==> config.mk <==
export PLATFORM = sky130hd
export DESIGN_NAME = keyhash_unit
export DESIGN_NICKNAME = d
export VERILOG_FILES = /design/src/rtl/keyhash_pkg.sv /design/src/rtl/keyhash_incr.sv /design/src/rtl/keyhash_comb_core.sv /design/src/rtl/keyhash_serial_core.sv /design/src/rtl/keyhash_unit.sv
export SDC_FILE = /design/constraint.sdc
export NUM_CORES = 1
export LEC_CHECK = 0
export ABC_AREA = 1
export BUFFER_PORTS_ARGS = -buffer_cell sky130_fd_sc_hd__buf_2
export CAP_MARGIN = 30
export CORE_UTILIZATION = 53
export CTS_CLUSTER_SIZE = 12
export DETAILED_ROUTE_END_ITERATION = 16
export PLACE_DENSITY = 0.79
export SYNTH_ARGS = -nofsm -noshare
export SYNTH_HDL_FRONTEND = slang
export SYNTH_SLANG_ARGS = --single-unit
==> constraint.sdc <==
create_clock -name clk -period 2 [get_ports clk]
set_input_delay 0.4 -clock clk [delete_from_list [all_inputs] [get_ports clk]]
set_output_delay 0.4 -clock clk [all_outputs]
set_load 0.01 [all_outputs]
==> src/rtl/keyhash_pkg.sv <==
package keyhash_pkg;
  localparam int KEY_W  = 32;
  localparam int HASH_W = 16;
  localparam logic [HASH_W-1:0] SEED = 16'h1FFF;

  // One 16-round stage of the feedback register, folded into shifts.
  function automatic logic [HASH_W-1:0] fold16(input logic [HASH_W-1:0] v);
    logic [HASH_W-1:0] t;
    t = v ^ (v >> 3) ^ (v >> 6);
    t = t ^ (t >> 9);
    return t;
  endfunction

  function automatic logic [HASH_W-1:0] key_hash(input logic [KEY_W-1:0] k);
    logic [HASH_W-1:0] t;
    t = fold16(SEED ^ k[KEY_W-1:HASH_W]);
    t = t ^ HASH_W'(t << 13) ^ k[HASH_W-1:0];
    return fold16(t);
  endfunction
endpackage

==> src/rtl/keyhash_incr.sv <==
module keyhash_incr
  import keyhash_pkg::*;
(
  input  logic [HASH_W-2:0] key_low,
  output logic [HASH_W-1:0] incr
);
  logic [HASH_W-1:0] doubled;
  assign doubled = {key_low, 1'b0};
  assign incr    = doubled - HASH_W'(1);
endmodule

==> src/rtl/keyhash_comb_core.sv <==
module keyhash_comb_core
  import keyhash_pkg::*;
(
  input  logic              clk,
  input  logic              rst,
  input  logic              in_valid,
  output logic              in_ready,
  input  logic [KEY_W-1:0]  in_key,
  input  logic [HASH_W-1:0] incr_in,
  output logic              out_valid,
  input  logic              out_ready,
  output logic [HASH_W-1:0] out_hash,
  output logic [HASH_W-1:0] out_incr
);
  logic [HASH_W-1:0] hash_now;

  assign hash_now = key_hash(in_key);
  assign in_ready = !out_valid || out_ready;

  always_ff @(posedge clk) begin
    if (rst) begin
      out_valid <= 1'b0;
      out_hash  <= '0;
      out_incr  <= '0;
    end else if (in_valid && in_ready) begin
      out_valid <= 1'b1;
      out_hash  <= hash_now;
      out_incr  <= incr_in;
    end else if (out_ready) begin
      out_valid <= 1'b0;
    end
  end
endmodule

==> src/rtl/keyhash_serial_core.sv <==
module keyhash_serial_core
  import keyhash_pkg::*;
#(
  parameter int SER_BITS = 1
) (
  input  logic              clk,
  input  logic              rst,
  input  logic              in_valid,
  output logic              in_ready,
  input  logic [KEY_W-1:0]  in_key,
  input  logic [HASH_W-1:0] incr_in,
  output logic              out_valid,
  input  logic              out_ready,
  output logic [HASH_W-1:0] out_hash,
  output logic [HASH_W-1:0] out_incr
);
  localparam int NCYC = KEY_W / SER_BITS;
  localparam int CW   = (NCYC > 1) ? $clog2(NCYC) : 1;
  localparam int IW   = $clog2(KEY_W);
  localparam logic [HASH_W-1:0] BASE = key_hash('0);

  logic [HASH_W-1:0] col_tab [KEY_W];
  logic [KEY_W-1:0]  sh;
  logic [HASH_W-1:0] acc;
  logic [CW-1:0]     cnt;
  logic              busy;

  logic [SER_BITS-1:0] src_bits;
  logic [CW-1:0]       src_idx;
  logic [HASH_W-1:0]   nxt;
  logic                last;

  // Column i is the hash change caused by key bit i alone (hash is affine).
  always_comb begin
    for (int i = 0; i < KEY_W; i++) begin
      col_tab[i] = key_hash(KEY_W'(1) << i) ^ BASE;
    end
  end

  assign in_ready = !busy && !out_valid;
  assign src_bits = busy ? sh[SER_BITS-1:0] : in_key[SER_BITS-1:0];
  assign src_idx  = busy ? cnt : '0;
  assign last     = (src_idx == CW'(NCYC - 1));

  always_comb begin
    logic [IW-1:0] ix;
    nxt = busy ? acc : BASE;
    for (int j = 0; j < SER_BITS; j++) begin
      ix = IW'(int'(src_idx) * SER_BITS + j);
      if (src_bits[j]) nxt = nxt ^ col_tab[ix];
    end
  end

  always_ff @(posedge clk) begin
    if (rst) begin
      busy      <= 1'b0;
      out_valid <= 1'b0;
      cnt       <= '0;
      acc       <= '0;
      sh        <= '0;
      out_hash  <= '0;
      out_incr  <= '0;
    end else begin
      if (out_valid && out_ready) out_valid <= 1'b0;
      if (in_valid && in_ready) begin
        out_incr <= incr_in;
        sh       <= in_key >> SER_BITS;
        cnt      <= CW'(1);
        if (last) begin
          out_hash  <= nxt;
          out_valid <= 1'b1;
        end else begin
          acc  <= nxt;
          busy <= 1'b1;
        end
      end else if (busy) begin
        sh  <= sh >> SER_BITS;
        cnt <= cnt + CW'(1);
        if (last) begin
          out_hash  <= nxt;
          out_valid <= 1'b1;
          busy      <= 1'b0;
        end else begin
          acc <= nxt;
        end
      end
    end
  end
endmodule

==> src/rtl/keyhash_unit.sv <==
module keyhash_unit
  import keyhash_pkg::*;
#(
  parameter bit SERIAL_MODE = 1'b0,
  parameter int SER_BITS    = 1
) (
  input  logic              clk,
  input  logic              rst,
  input  logic              in_valid,
  output logic              in_ready,
  input  logic [KEY_W-1:0]  in_key,
  output logic              out_valid,
  input  logic              out_ready,
  output logic [HASH_W-1:0] out_hash,
  output logic [HASH_W-1:0] out_incr
);
  logic [HASH_W-1:0] incr_w;

  keyhash_incr i_incr (
    .key_low (in_key[HASH_W-2:0]),
    .incr    (incr_w)
  );

  if (SERIAL_MODE) begin : g_serial
    keyhash_serial_core #(.SER_BITS(SER_BITS)) i_core (
      .clk, .rst, .in_valid, .in_ready, .in_key,
      .incr_in (incr_w),
      .out_valid, .out_ready, .out_hash, .out_incr
    );
  end else begin : g_comb
    keyhash_comb_core i_core (
      .clk, .rst, .in_valid, .in_ready, .in_key,
      .incr_in (incr_w),
      .out_valid, .out_ready, .out_hash, .out_incr
    );
  end
endmodule

# --- Word-level counts from Yosys, hierarchy flattened ---
# Cells that the tools add are included.
totals:
  inputBits: 36
  ff_bits: 33
classes:
  n_mux: 2
  n_reduce_logical: 4
  n_bitwise: 9
  n_addsub: 1
op_table:
  columns: ["cell", "n"]
  rows:
  - ["$xor 16x10->16", 2]
  - ["$xor 16x13->16", 2]
  - ["$xor 16x16->16", 2]
  - ["$xor 16x7->16", 2]
  - ["$sub 16x1->16 const B", 1]
  - ["$not 13->13", 1]
  - ["$mux 1", 2]
  - ["$reduce_bool 2->1", 1]
  - ["$logic_and 1x1->1", 1]
  - ["$logic_not 1->1", 1]
  - ["$logic_or 1x1->1", 1]

# --- Longest topological paths before layout ---
# Gate-level depths: netlist (run 1).
depth:
  word_depth: 9
  depth_mapped: 16

# --- By module ---
# Synthesis (run 1) repeated with hierarchy kept, for this count alone.
unflattened:
  hier_cells: 435
  hier_area_um2: 2746.4
by_module_without_submodules:
  columns: ["mod", "n_inst", "cells_each", "area_per_inst_um2"]
  rows:
  - ["keyhash_comb_core", 1, 357, 2369.8]
  - ["keyhash_incr", 1, 78, 376.6]

# --- Least setup slack after synthesis (run 1) ---
# Ideal clock, no wire load.
synth_path:
  kind: "input -> register"
  from: "input port in_key[0]"
  to: "register g_comb.i_core.out_incr[15]"
  path_slack_ns: 0.482
  arrival_time_ns: 1.402
  path_stages: 10
  path_buffers: 0
  setup_ns: 0.116
  required_ns: 1.884
  cell_sequence: "inv_1 > ha_1 > inv_1 > nor2_2 > nand2_1 > nor2_2 > nand2_1 > xnor2_1 > o21ai_0 > inv_1"
synth_via:
  elab_chain_cells: 1
synth_lines:
  columns: ["item", "line_no", "source"]
  rows:
  - ["from (decl)", "keyhash_unit.sv:11", "input logic [KEY_W-1:0] in_key,"]
  - ["$sub 16x1->16", "keyhash_incr.sv:9", "assign incr = doubled - HASH_W'(1);"]
  - ["to (signal assigned)", "keyhash_comb_core.sv:28", "out_incr <= incr_in;"]
  - ["to (decl)", "keyhash_comb_core.sv:13", "output logic [HASH_W-1:0] out_incr"]
# Every way passes these cells.
# A chain may end at the register's enable or synchronous reset.

# --- Worst setup path in the final report (run 1) ---
# Same ends and word-level chain as after synthesis.

==> results of run 1 <==
==> final timing paths <==
kind / start / to / slack [ns] / depth (start not counted)
min reg2reg: g_comb.i_core.out_incr[0] / g_comb.i_core.out_incr[0] / 0.47 / 2
min: in_key[0] / g_comb.i_core.out_incr[1] / 0.35 / 2
max: in_key[0] / g_comb.i_core.out_incr[15] / 0.52 / 11
max reg2reg: g_comb.i_core.out_valid / g_comb.i_core.out_hash[6] / 0.83 / 7
==> power by group <==
part | internal [mW] | total (mW) | switching (mW)
combinational | 0.283 | 0.699 | 0.416
clock | 0.240 | 0.505 | 0.265
sequential | 0.721 | 0.751 | 0.0302
==> cells by family after synthesis <==
family                   Yosys count  synth area share
XOR/XNOR                          25             0.119
adder cells (fa/ha/maj)            1           0.00490
AND/OR/NAND/NOR                  219             0.404
buffers and inverters             73             0.128
flip-flops                        33             0.259
AO/OA/AOI/OAI                     39            0.0862
==> sequential cells by signal, indices dropped and copies added (netlist names) <==
name / flops
g_comb.i_core.out_valid: 1
g_comb.i_core.out_hash: 16
g_comb.i_core.out_incr: 16
==> per-stage QoR <==
stage                     cell area, um2  hold slack [ns]  instances
after floorplan                     2550            0.490        390
after global placement              2920            0.444        504
after detailed placement            2920            0.453        504
after CTS                           3010            0.348        512
after global routing                3010            0.372        512
final                               3010            0.347        512
==> layer usage <==
| metal | up-vias | part of all wire | global-route usage | wire length, um |
|---|---|---|---|---|
| met4 | 0 | 0.019 | 0.0933 | 106 |
| met3 | 8 | 0.064 | 0.0506 | 359 |
| met5 | - | 0 | 0 | 0 |
| met2 | 78 | 0.46 | 0.404 | 2590 |
| li1 | 1355 | - | - | - |
| met1 | 1116 | 0.46 | 0.309 | 2600 |
==> area by class of cell <==
class / count / share of cell area
Inverter: 63 / 0.0831
Sequential cell: 33 / 0.219
Clock inverter: 3 / 0.00582
Tap cell: 52 / 0.0216
Timing Repair Buffer: 72 / 0.126
Multi-Input combinational cell: 284 / 0.521
Clock buffer: 5 / 0.0229
==> critical path, stage by stage <==
cell and delay, ns:
buf_2 0.13, inv_1 0.09, ha_1 0.18, inv_1 0.07, nor2_2 0.13, nand2_1 0.10, nor2_2 0.15, nand2_1 0.09
xnor2_1 0.14, o21ai_0 0.14, inv_1 0.05
==> cell usage in the layout (no fill, tap or decap), drive strengths merged, types with 2 or more instances in the layout <==
cell type and n:
nor2 47, or2 6, nand3b 3, clkinv 2, nand2 118, o211ai 6, dfxtp 33, buf 72
clkbuf 5, inv 62, nand3 40, nor3 2, xnor2 10, xnor3 5, xor2 10, a31oi 3
a21oi 7, o21ai 22
==> results.yml, run 1 <==
outcome:
  outcome: "finished clean"
pwr:
  ir_drop_v: 0.000359
  power_mw: 1.95
  p_per_area_nw_per_um2: 649
  leakage_nw: 1.77
sta:
  layout_min_cycle_time_ns: 1.48
  rsz0062_at_grt: "no"
  setup_slack_ns: 0.516
  finalHoldViolCount: 0
  setup_viol: 0
  maxSlewViolCount: 0
  fin_setup_tns_ns: 0
  period_share: 0.742
  skew_ns: 0.00347
  fmax_mhz: 674
  worst_slew_pin_slew_ns: 0.483
  relSlewSlack: 0.678
floorplanning:
  coreArea_um2: 4500
  start_util: 0.567
  ios: 70
  rows: 24
  die_width_um: 71.4
  die_area_um2: 5100
  die_height_um: 71.4
worst_setup_path:
  crit_type: "primary input to flip-flop"
  crit_path_start_kind: "primary input"
  crit_required_ns: 2.19
  worstPathArrival_ns: 1.67
  critPathCaptureType: "flip-flop"
  cp_max_fo: 6
grt:
  grt_max_degree: 41
  grt_pass1_vias: 2227
  grt_first_pass_wirelength_um: 9610
  grt_overflow: 0
  track_usage: 0.243
  grt_antenna_before_repair: 0
clock_network:
  cts_resized: 0
  numClockSinks: 33
  cts_buffers: 5
  cts_root_buf: "clkbuf_8"
  clockBufferDepth: 2
  cts_hold_buf: 0
  htreeDepth: 2
  cts_tree: "done"
  worstSkewPairLatency_ns: 0.29
  cts.clk_slew.worst_paths_ns: 0.07
  post_cts_buffers: 0
final_layout:
  diodes: 0
  post_route_cells_drive_above_1_share: 0.270
  register_area_um2: 661
  multiInputGateArea_um2: 1570
  fillerInstances: 422
  area_growth_pct: 17.8
  final_core_util: 0.668
  final_nets: 496
drt:
  ant_nets: 0
  finalWirelength_um: 5650
  vias: 2557
  first_pass_iters: 4
  drc: 0
  wl_per_cell_um: 11.0
  dr.first_iter.drc_count: 85
  vias_per_cell: 4.99
yosys:
  ys_seq_area_frac: 0.259
  avgSynthCellArea_um2: 6.55
  synthCells: 390
  yosysTopAreaCell: "dfxtp_1"
  synthesis.nets: 427
  synth_ff_type: "dfxtp_1"
  synth_cell_types: 34
  ys_top_cells_by_count: "96 x nand2_1, 55 x inv_1, 42 x nor2_1"
  ys_seq_elements: 33
  synth_most_common_cell: "nand2_1"
  ys_warn_count: 0
  synth_enable_flop_cells: 0
  async_reset_ff_frac: 0
  synth.area.top_cells: "dfxtp_1 26%, nand2_1 14%, inv_1 8.1%"
  synth_top_area_share: 0.259
  syn_area_um2: 2550
worst_hold_path:
  min_path_type: "primary input to flip-flop"
place:
  portBuffers: 69
  gp_congestion: 0.854
  dp_hpwl_um: 4520
  dpl_worst_slack_ns: 0.206
job:
  maxCapViolations: 0
No activity file was read; power rests on OpenSTA's default activity.
==> inputs of run 2 (changes only) <==
--- a/config.mk
+++ b/config.mk
@@ -8,10 +8,10 @@
 export ABC_AREA = 1
 export BUFFER_PORTS_ARGS = -buffer_cell sky130_fd_sc_hd__buf_2
 export CAP_MARGIN = 30
-export CORE_UTILIZATION = 53
+export CORE_UTILIZATION = 48
 export CTS_CLUSTER_SIZE = 12
 export DETAILED_ROUTE_END_ITERATION = 16
-export PLACE_DENSITY = 0.79
+export PLACE_DENSITY = 0.75
 export SYNTH_ARGS = -nofsm -noshare
 export SYNTH_HDL_FRONTEND = slang
 export SYNTH_SLANG_ARGS = --single-unit
==> constraint.sdc (replaced) <==
create_clock -name clk -period 1.3 [get_ports clk]
set_input_delay 0.26 -clock clk [delete_from_list [all_inputs] [get_ports clk]]
set_output_delay 0.26 -clock clk [all_outputs]
set_load 0.01 [all_outputs]
==> results.yml, run 2 (synthesized netlist as in run 1, its figures left out) <==
final_layout:
  diodes: 0
  register_area_um2: 661
  final_nets: 535
  multiInputGateArea_um2: 1650
  post_route_cells_drive_above_1_share: 0.367
  final_common_cell: "nand2_1"
  fillerInstances: 453
  top_regs: "g_comb.i_core.out_hash (16), g_comb.i_core.out_incr (16), g_comb.i_core.out_valid (1)"
  final_cell_mix: "80 x nand2_1, 69 x buf_2, 53 x inv_1"
  area_growth_pct: 35.4
  stdcell_count: 569
worst_setup_path:
  timing.rr.start: "g_comb.i_core.out_valid"
  worstPathArrival_ns: 1.44
  rrSetupSlack_ns: 0.14
  r2r_cells: 7
  crit_required_ns: 1.50
  crit_type: "primary input to flip-flop"
  critPathCaptureType: "flip-flop"
  crit_path_start_kind: "primary input"
  r2r-end: "g_comb.i_core.out_hash[6]"
  cp_max_fo: 4
worst_hold_path:
  min_path_type: "primary input to flip-flop"
  min_path_cells: 4
  min_to: "g_comb.i_core.out_valid"
  hold_start: "out_ready"
grt:
  grt_overflow: 0
  grt_pass1_vias: 2448
  grt_first_pass_wirelength_um: 10700
  grt_max_degree: 37
  grt_antenna_before_repair: 0
  track_usage: 0.251
pwr:
  ir_drop_v: 0.000456
  pwr-share-seq: 0.323
  p_sw_mw: 1.17
  intPower_mw: 2.41
  pwr-share-clk: 0.331
  leakage_nw: 2.00
  p_per_area_nw_per_um2: 1030
  switching_share: 0.328
  p_comb_frac: 0.346
clock_network:
  cts_tree: "done"
  cts.clk_slew.worst_paths_ns: 0.08
  worstSkewPairLatency_ns: 0.29
  htreeDepth: 2
  cts_buffers: 5
  clockBufferDepth: 2
  cts_root_buf: "clkbuf_8"
  numClockSinks: 33
place:
  gp_congestion: 0.836
  portBuffers: 69
  dpl.cell_count: 560
  dp_hpwl_um: 4980
drt:
  dr.first_iter.drc_count: 89
  first_pass_iters: 4
  finalWirelength_um: 6520
  vias: 2745
  drc: 0
  vias_per_cell: 4.82
  wl_per_cell_um: 11.5
  ant_nets: 0
sta:
  fmax_mhz: 810
  holdWs_ns: 0.254
  rsz0062_at_grt: "yes"
  relSlewSlack: 0.756
  maxSlewViolCount: 0
  finalHoldViolCount: 0
  layout_min_cycle_time_ns: 1.23
  worst_slew_pin_slew_ns: 0.363
  setup_viol: 0
  skew_ns: 0.00780
  fin_setup_tns_ns: 0
  period_share: 0.950
floorplanning:
  coreArea_um2: 5110
  ios: 70
  rows: 26
  die_height_um: 75.0
  start_util: 0.500
  die_width_um: 75.0
  die_area_um2: 5620
outcome:
  outcome: "finished clean"
job:
  maxCapViolations: 0
==> run 2: cell count changes in the layout (fill, tap and decap cells not counted), sizes merged <==
cell / change
clkinvlp: -1
clkinv: -1
bufinv: +2
buf: +39
==> run 2: repair_timing <==
action,4_1_cts,5_1_grt
hold buffers,0,0
hold endpoints to repair,0,0
buffers inserted,0,1
resized for setup,0,23
setup endpoints to repair,0,10
==> run 2: area by class of cell <==
class | instances | area share
Sequential cell | 33 | 0.191
Clock inverter | 3 | 0.0188
Tap cell | 70 | 0.0253
Multi-Input combinational cell | 284 | 0.477
Inverter | 63 | 0.0724
Timing Repair Buffer | 111 | 0.196
Clock buffer | 5 | 0.0199
==> run 2: routing by layer <==
layer | track usage | part of all wire
met5 | 0 | 0
met4 | 0.0860 | 0.016
met3 | 0.0469 | 0.042
met2 | 0.421 | 0.48
met1 | 0.325 | 0.46
==> run 2: power by group through the flow <==
stage	sequential (mW)	clock, mW	combinational [mW]
2_1_floorplan	1.22	0	0.719
3_3_place_gp	1.18	0	1.14
3_5_place_dp	1.18	0	1.16
4_1_cts	1.16	1.20	1.17
5_1_grt	1.17	1.26	1.39
6_report	1.16	1.18	1.24
==> run 2: worst max path at each step <==
stage	start	to	cells after the start
5_1_grt	in_key[27]	g_comb.i_core.out_hash[12]	14
3_5_place_dp	in_key[1]	g_comb.i_core.out_incr[15]	11
2_1_floorplan	in_key[3]	g_comb.i_core.out_incr[13]	10
3_3_place_gp	in_key[1]	g_comb.i_core.out_incr[13]	11
4_1_cts	in_key[1]	g_comb.i_core.out_incr[13]	11
6_report	in_key[30]	g_comb.i_core.out_hash[3]	15
==> run 2: per-stage QoR <==
step | util | total power [mW] | cell area, um2 | setup WS [ns]
6_report | 0.677 | 3.58 | 3460 | 0.0654
2_1_floorplan | - | 1.94 | 2570 | -0.0742
4_1_cts | 0.660 | 3.52 | 3370 | 0.0573
3_3_place_gp | 0.634 | 2.31 | 3240 | -0.206
5_1_grt | 0.677 | 3.82 | 3460 | -0.0480
3_5_place_dp | 0.634 | 2.34 | 3240 | -0.258
==> run 2: worst max-delay path: stages <==
cell	delay [ns]
buf_2	0.13
inv_2	0.05
nand2_2	0.08
nand2_4	0.09
nand2_1	0.08
nand3_2	0.10
nand2_2	0.09
nand2_1	0.08
nand2_2	0.07
nand2_2	0.08
nand2_2	0.08
nand2_1	0.06
nand3_1	0.08
nand2_1	0.07
inv_1	0.03
==> inputs of run 3 (changes only) <==
--- a/config.mk
+++ b/config.mk
@@ -8,10 +8,12 @@
 export ABC_AREA = 1
 export BUFFER_PORTS_ARGS = -buffer_cell sky130_fd_sc_hd__buf_2
 export CAP_MARGIN = 30
-export CORE_UTILIZATION = 48
+export CORE_ASPECT_RATIO = 1.5
+export CORE_UTILIZATION = 49
 export CTS_CLUSTER_SIZE = 12
 export DETAILED_ROUTE_END_ITERATION = 16
-export PLACE_DENSITY = 0.75
+export PLACE_DENSITY = 0.76
 export SYNTH_ARGS = -nofsm -noshare
 export SYNTH_HDL_FRONTEND = slang
+export SYNTH_HIERARCHICAL = 1
 export SYNTH_SLANG_ARGS = --single-unit
==> results.yml, run 3 <==
drt:
  vias_per_cell: 4.84
  dr.first_iter.drc_count: 103
  drc: 0
  vias: 2916
  wl_per_cell_um: 11.2
  finalWirelength_um: 6770
  first_pass_iters: 4
  ant_nets: 0
worst_setup_path:
  path_buf_inv: 3
  crit_chain: "buf_2 -> or2_4 -> nand2_4 -> buf_4 -> xor2_1 -> xor2_1 -> o21ai_1 -> inv_1"
  crit_path_start_kind: "primary input"
  worstPathArrival_ns: 1.48
  crit_required_ns: 1.53
  cp_max_fo: 3
  max_stage_delay_ns: 0.27
  cp_top_family: "XOR/XNOR gates"
  crit_type: "primary input to flip-flop"
  cpMaxStageDelayCell: "xor2_1"
  timing.rr.start: "g_comb.i_core/out_valid"
  critPathCaptureType: "flip-flop"
  crit_start: "in_key[30]"
  cp_common_cell: "xor2_1"
final_layout:
  post_route_cells_drive_above_1_share: 0.328
  final_cell_mix: "117 x nand2_1, 69 x buf_2, 68 x nor2_1"
  final_nets: 569
  final_common_cell: "nand2_1"
  stdcell_count: 603
  area_growth_pct: 27.6
  diodes: 0
  top_regs: "g_comb.i_core/out_hash (16), g_comb.i_core/out_incr (16), g_comb.i_core/out_valid (1)"
  register_area_um2: 661
  final_core_util: 0.643
  fillerInstances: 506
  multiInputGateArea_um2: 1850
clock_network:
  cts_root_buf: "clkbuf_8"
  cts.clk_slew.worst_paths_ns: 0.07
  cts_buffers: 5
  numClockSinks: 33
  cts_tree: "done"
  htreeDepth: 2
  cts_resized: 0
  post_cts_buffers: 0
  clockBufferDepth: 2
  worstSkewPairLatency_ns: 0.28
  cts_hold_buf: 0
floorplanning:
  coreArea_um2: 5450
  ios: 70
  rows: 33
  die_height_um: 93.7
  die_area_um2: 5910
  start_util: 0.504
  die_width_um: 63.1
yosys:
  synth_cell_types: 34
  ys_seq_area_frac: 0.241
  synthesis.nets: 472
  synth_enable_flop_cells: 0
  synth_top_area_share: 0.241
  ys_top_cells_by_count: "123 x nand2_1, 68 x nor2_1, 53 x inv_1"
  yosysTopAreaCell: "dfxtp_1"
  avgSynthCellArea_um2: 6.31
  ys_seq_elements: 33
  synthCells: 435
  synth_ff_type: "dfxtp_1"
  ys_warn_count: 6
  synth.area.top_cells: "dfxtp_1 24%, nand2_1 17%, nor2_1 9.3%"
  syn_area_um2: 2750
  async_reset_ff_frac: 0
  synth_most_common_cell: "nand2_1"
worst_hold_path:
  min_path_type: "primary input to flip-flop"
  hold_start: "out_ready"
sta:
  fmax_mhz: 802
  rsz0062_at_grt: "yes"
  skew_ns: 0.00341
  maxSlewViolCount: 0
  finalHoldViolCount: 0
  layout_min_cycle_time_ns: 1.25
  setup_viol: 0
  fin_setup_tns_ns: 0
  period_share: 0.959
grt:
  grt_max_degree: 28
  grt_pass1_vias: 2738
  track_usage: 0.241
  grt_first_pass_wirelength_um: 11200
  grt_overflow: 0
  grt_antenna_before_repair: 0
job:
  maxCapViolations: 0
place:
  gp_congestion: 0.876
  portBuffers: 69
  dpl.cell_count: 595
  dp_hpwl_um: 5580
pwr:
  pwr-share-clk: 0.234
  switching_share: 0.373
  ir_drop_v: 0.000508
  p_per_area_nw_per_um2: 923
  p_comb_frac: 0.409
  intPower_mw: 2.03
  p_sw_mw: 1.21
  pwr-share-seq: 0.357
  leakage_nw: 2.05
outcome:
  outcome: "finished clean"
run 3: cell types whose count changed in the layout (fill, tap and decap cells not counted), sizes merged, moves of 3 or more:
| cell | previous run | this run |
|---|---|---|
| nand3 | 40 | 43 |
| a21oi | 7 | 3 |
| or2 | 6 | 2 |
| xor2 | 10 | 17 |
| nand2 | 118 | 149 |
| buf | 111 | 100 |
| a31oi | 3 | 0 |
| o211ai | 6 | 2 |
| nor2 | 47 | 75 |
| xnor2 | 10 | 6 |
| bufinv | 3 | 0 |
run 3: final timing paths:
kind	end	slack, ns	cells past startpoint
setup / recovery	g_comb.i_core/out_hash[11]	0.05	8
hold / removal	g_comb.i_core/out_valid	0.27	4
setup reg to reg	g_comb.i_core/out_hash[8]	0.16	8
hold reg to reg	g_comb.i_core/out_incr[15]	0.48	2
run 3: cell type report:
| class | instances | share of cell area |
|---|---|---|
| well taps | 70 | 0.0250 |
| inverters | 61 | 0.0657 |
| repair buffers | 100 | 0.169 |
| clock buffers | 5 | 0.0196 |
| flip-flops and latches | 33 | 0.189 |
| multi-input cells | 331 | 0.527 |
| clock inverters | 3 | 0.00500 |
run 3: cells by family after synthesis:
| family | count (synthesis) | share of synthesized area |
|---|---|---|
| buffers and inverters | 71 | 0.103 |
| adders and majority gates | 1 | 0.00456 |
| xor gates and xnor gates | 28 | 0.124 |
| AOI/OAI and AO/OA | 29 | 0.0547 |
| other | 1 | 0.00137 |
| and+or+nand+nor | 272 | 0.472 |
| DFF | 33 | 0.241 |
run 3: tightest hold or removal path, cell delays in order:
cell and delay, ns:
buf_2 0.07, inv_1 0.03, nand2_1 0.08, a21oi_1 0.07
run 3: power groups by stage:
stage | sequential, mW | clock [mW] | combinational, mW
CTS | 1.16 | 0.770 | 1.30
floorplan | 1.23 | 0 | 0.796
global placement | 1.18 | 0 | 1.25
global route | 1.17 | 0.810 | 1.48
finish | 1.16 | 0.756 | 1.32
detailed placement | 1.18 | 0 | 1.29
run 3: layer usage:
metal	global-route usage	vias up	share of wire
li1	-	1512	-
met1	0.222	1301	0.36
met2	0.491	82	0.56
met3	0.0328	21	0.040
met4	0.132	0	0.040
met5	0	-	0
run 3: per-stage QoR:
step           worst slack [ns]  hold slack [ns]  power, mW  cell area [um2]
6_report                 0.0539            0.273       3.24             3500
5_1_grt                 -0.0266            0.298       3.45             3500
4_1_cts                  0.0620            0.271       3.23             3460
3_5_place_dp             -0.227            0.469       2.47             3380
3_3_place_gp             -0.171            0.457       2.43             3380
2_1_floorplan           0.00660            0.420       2.02             2750
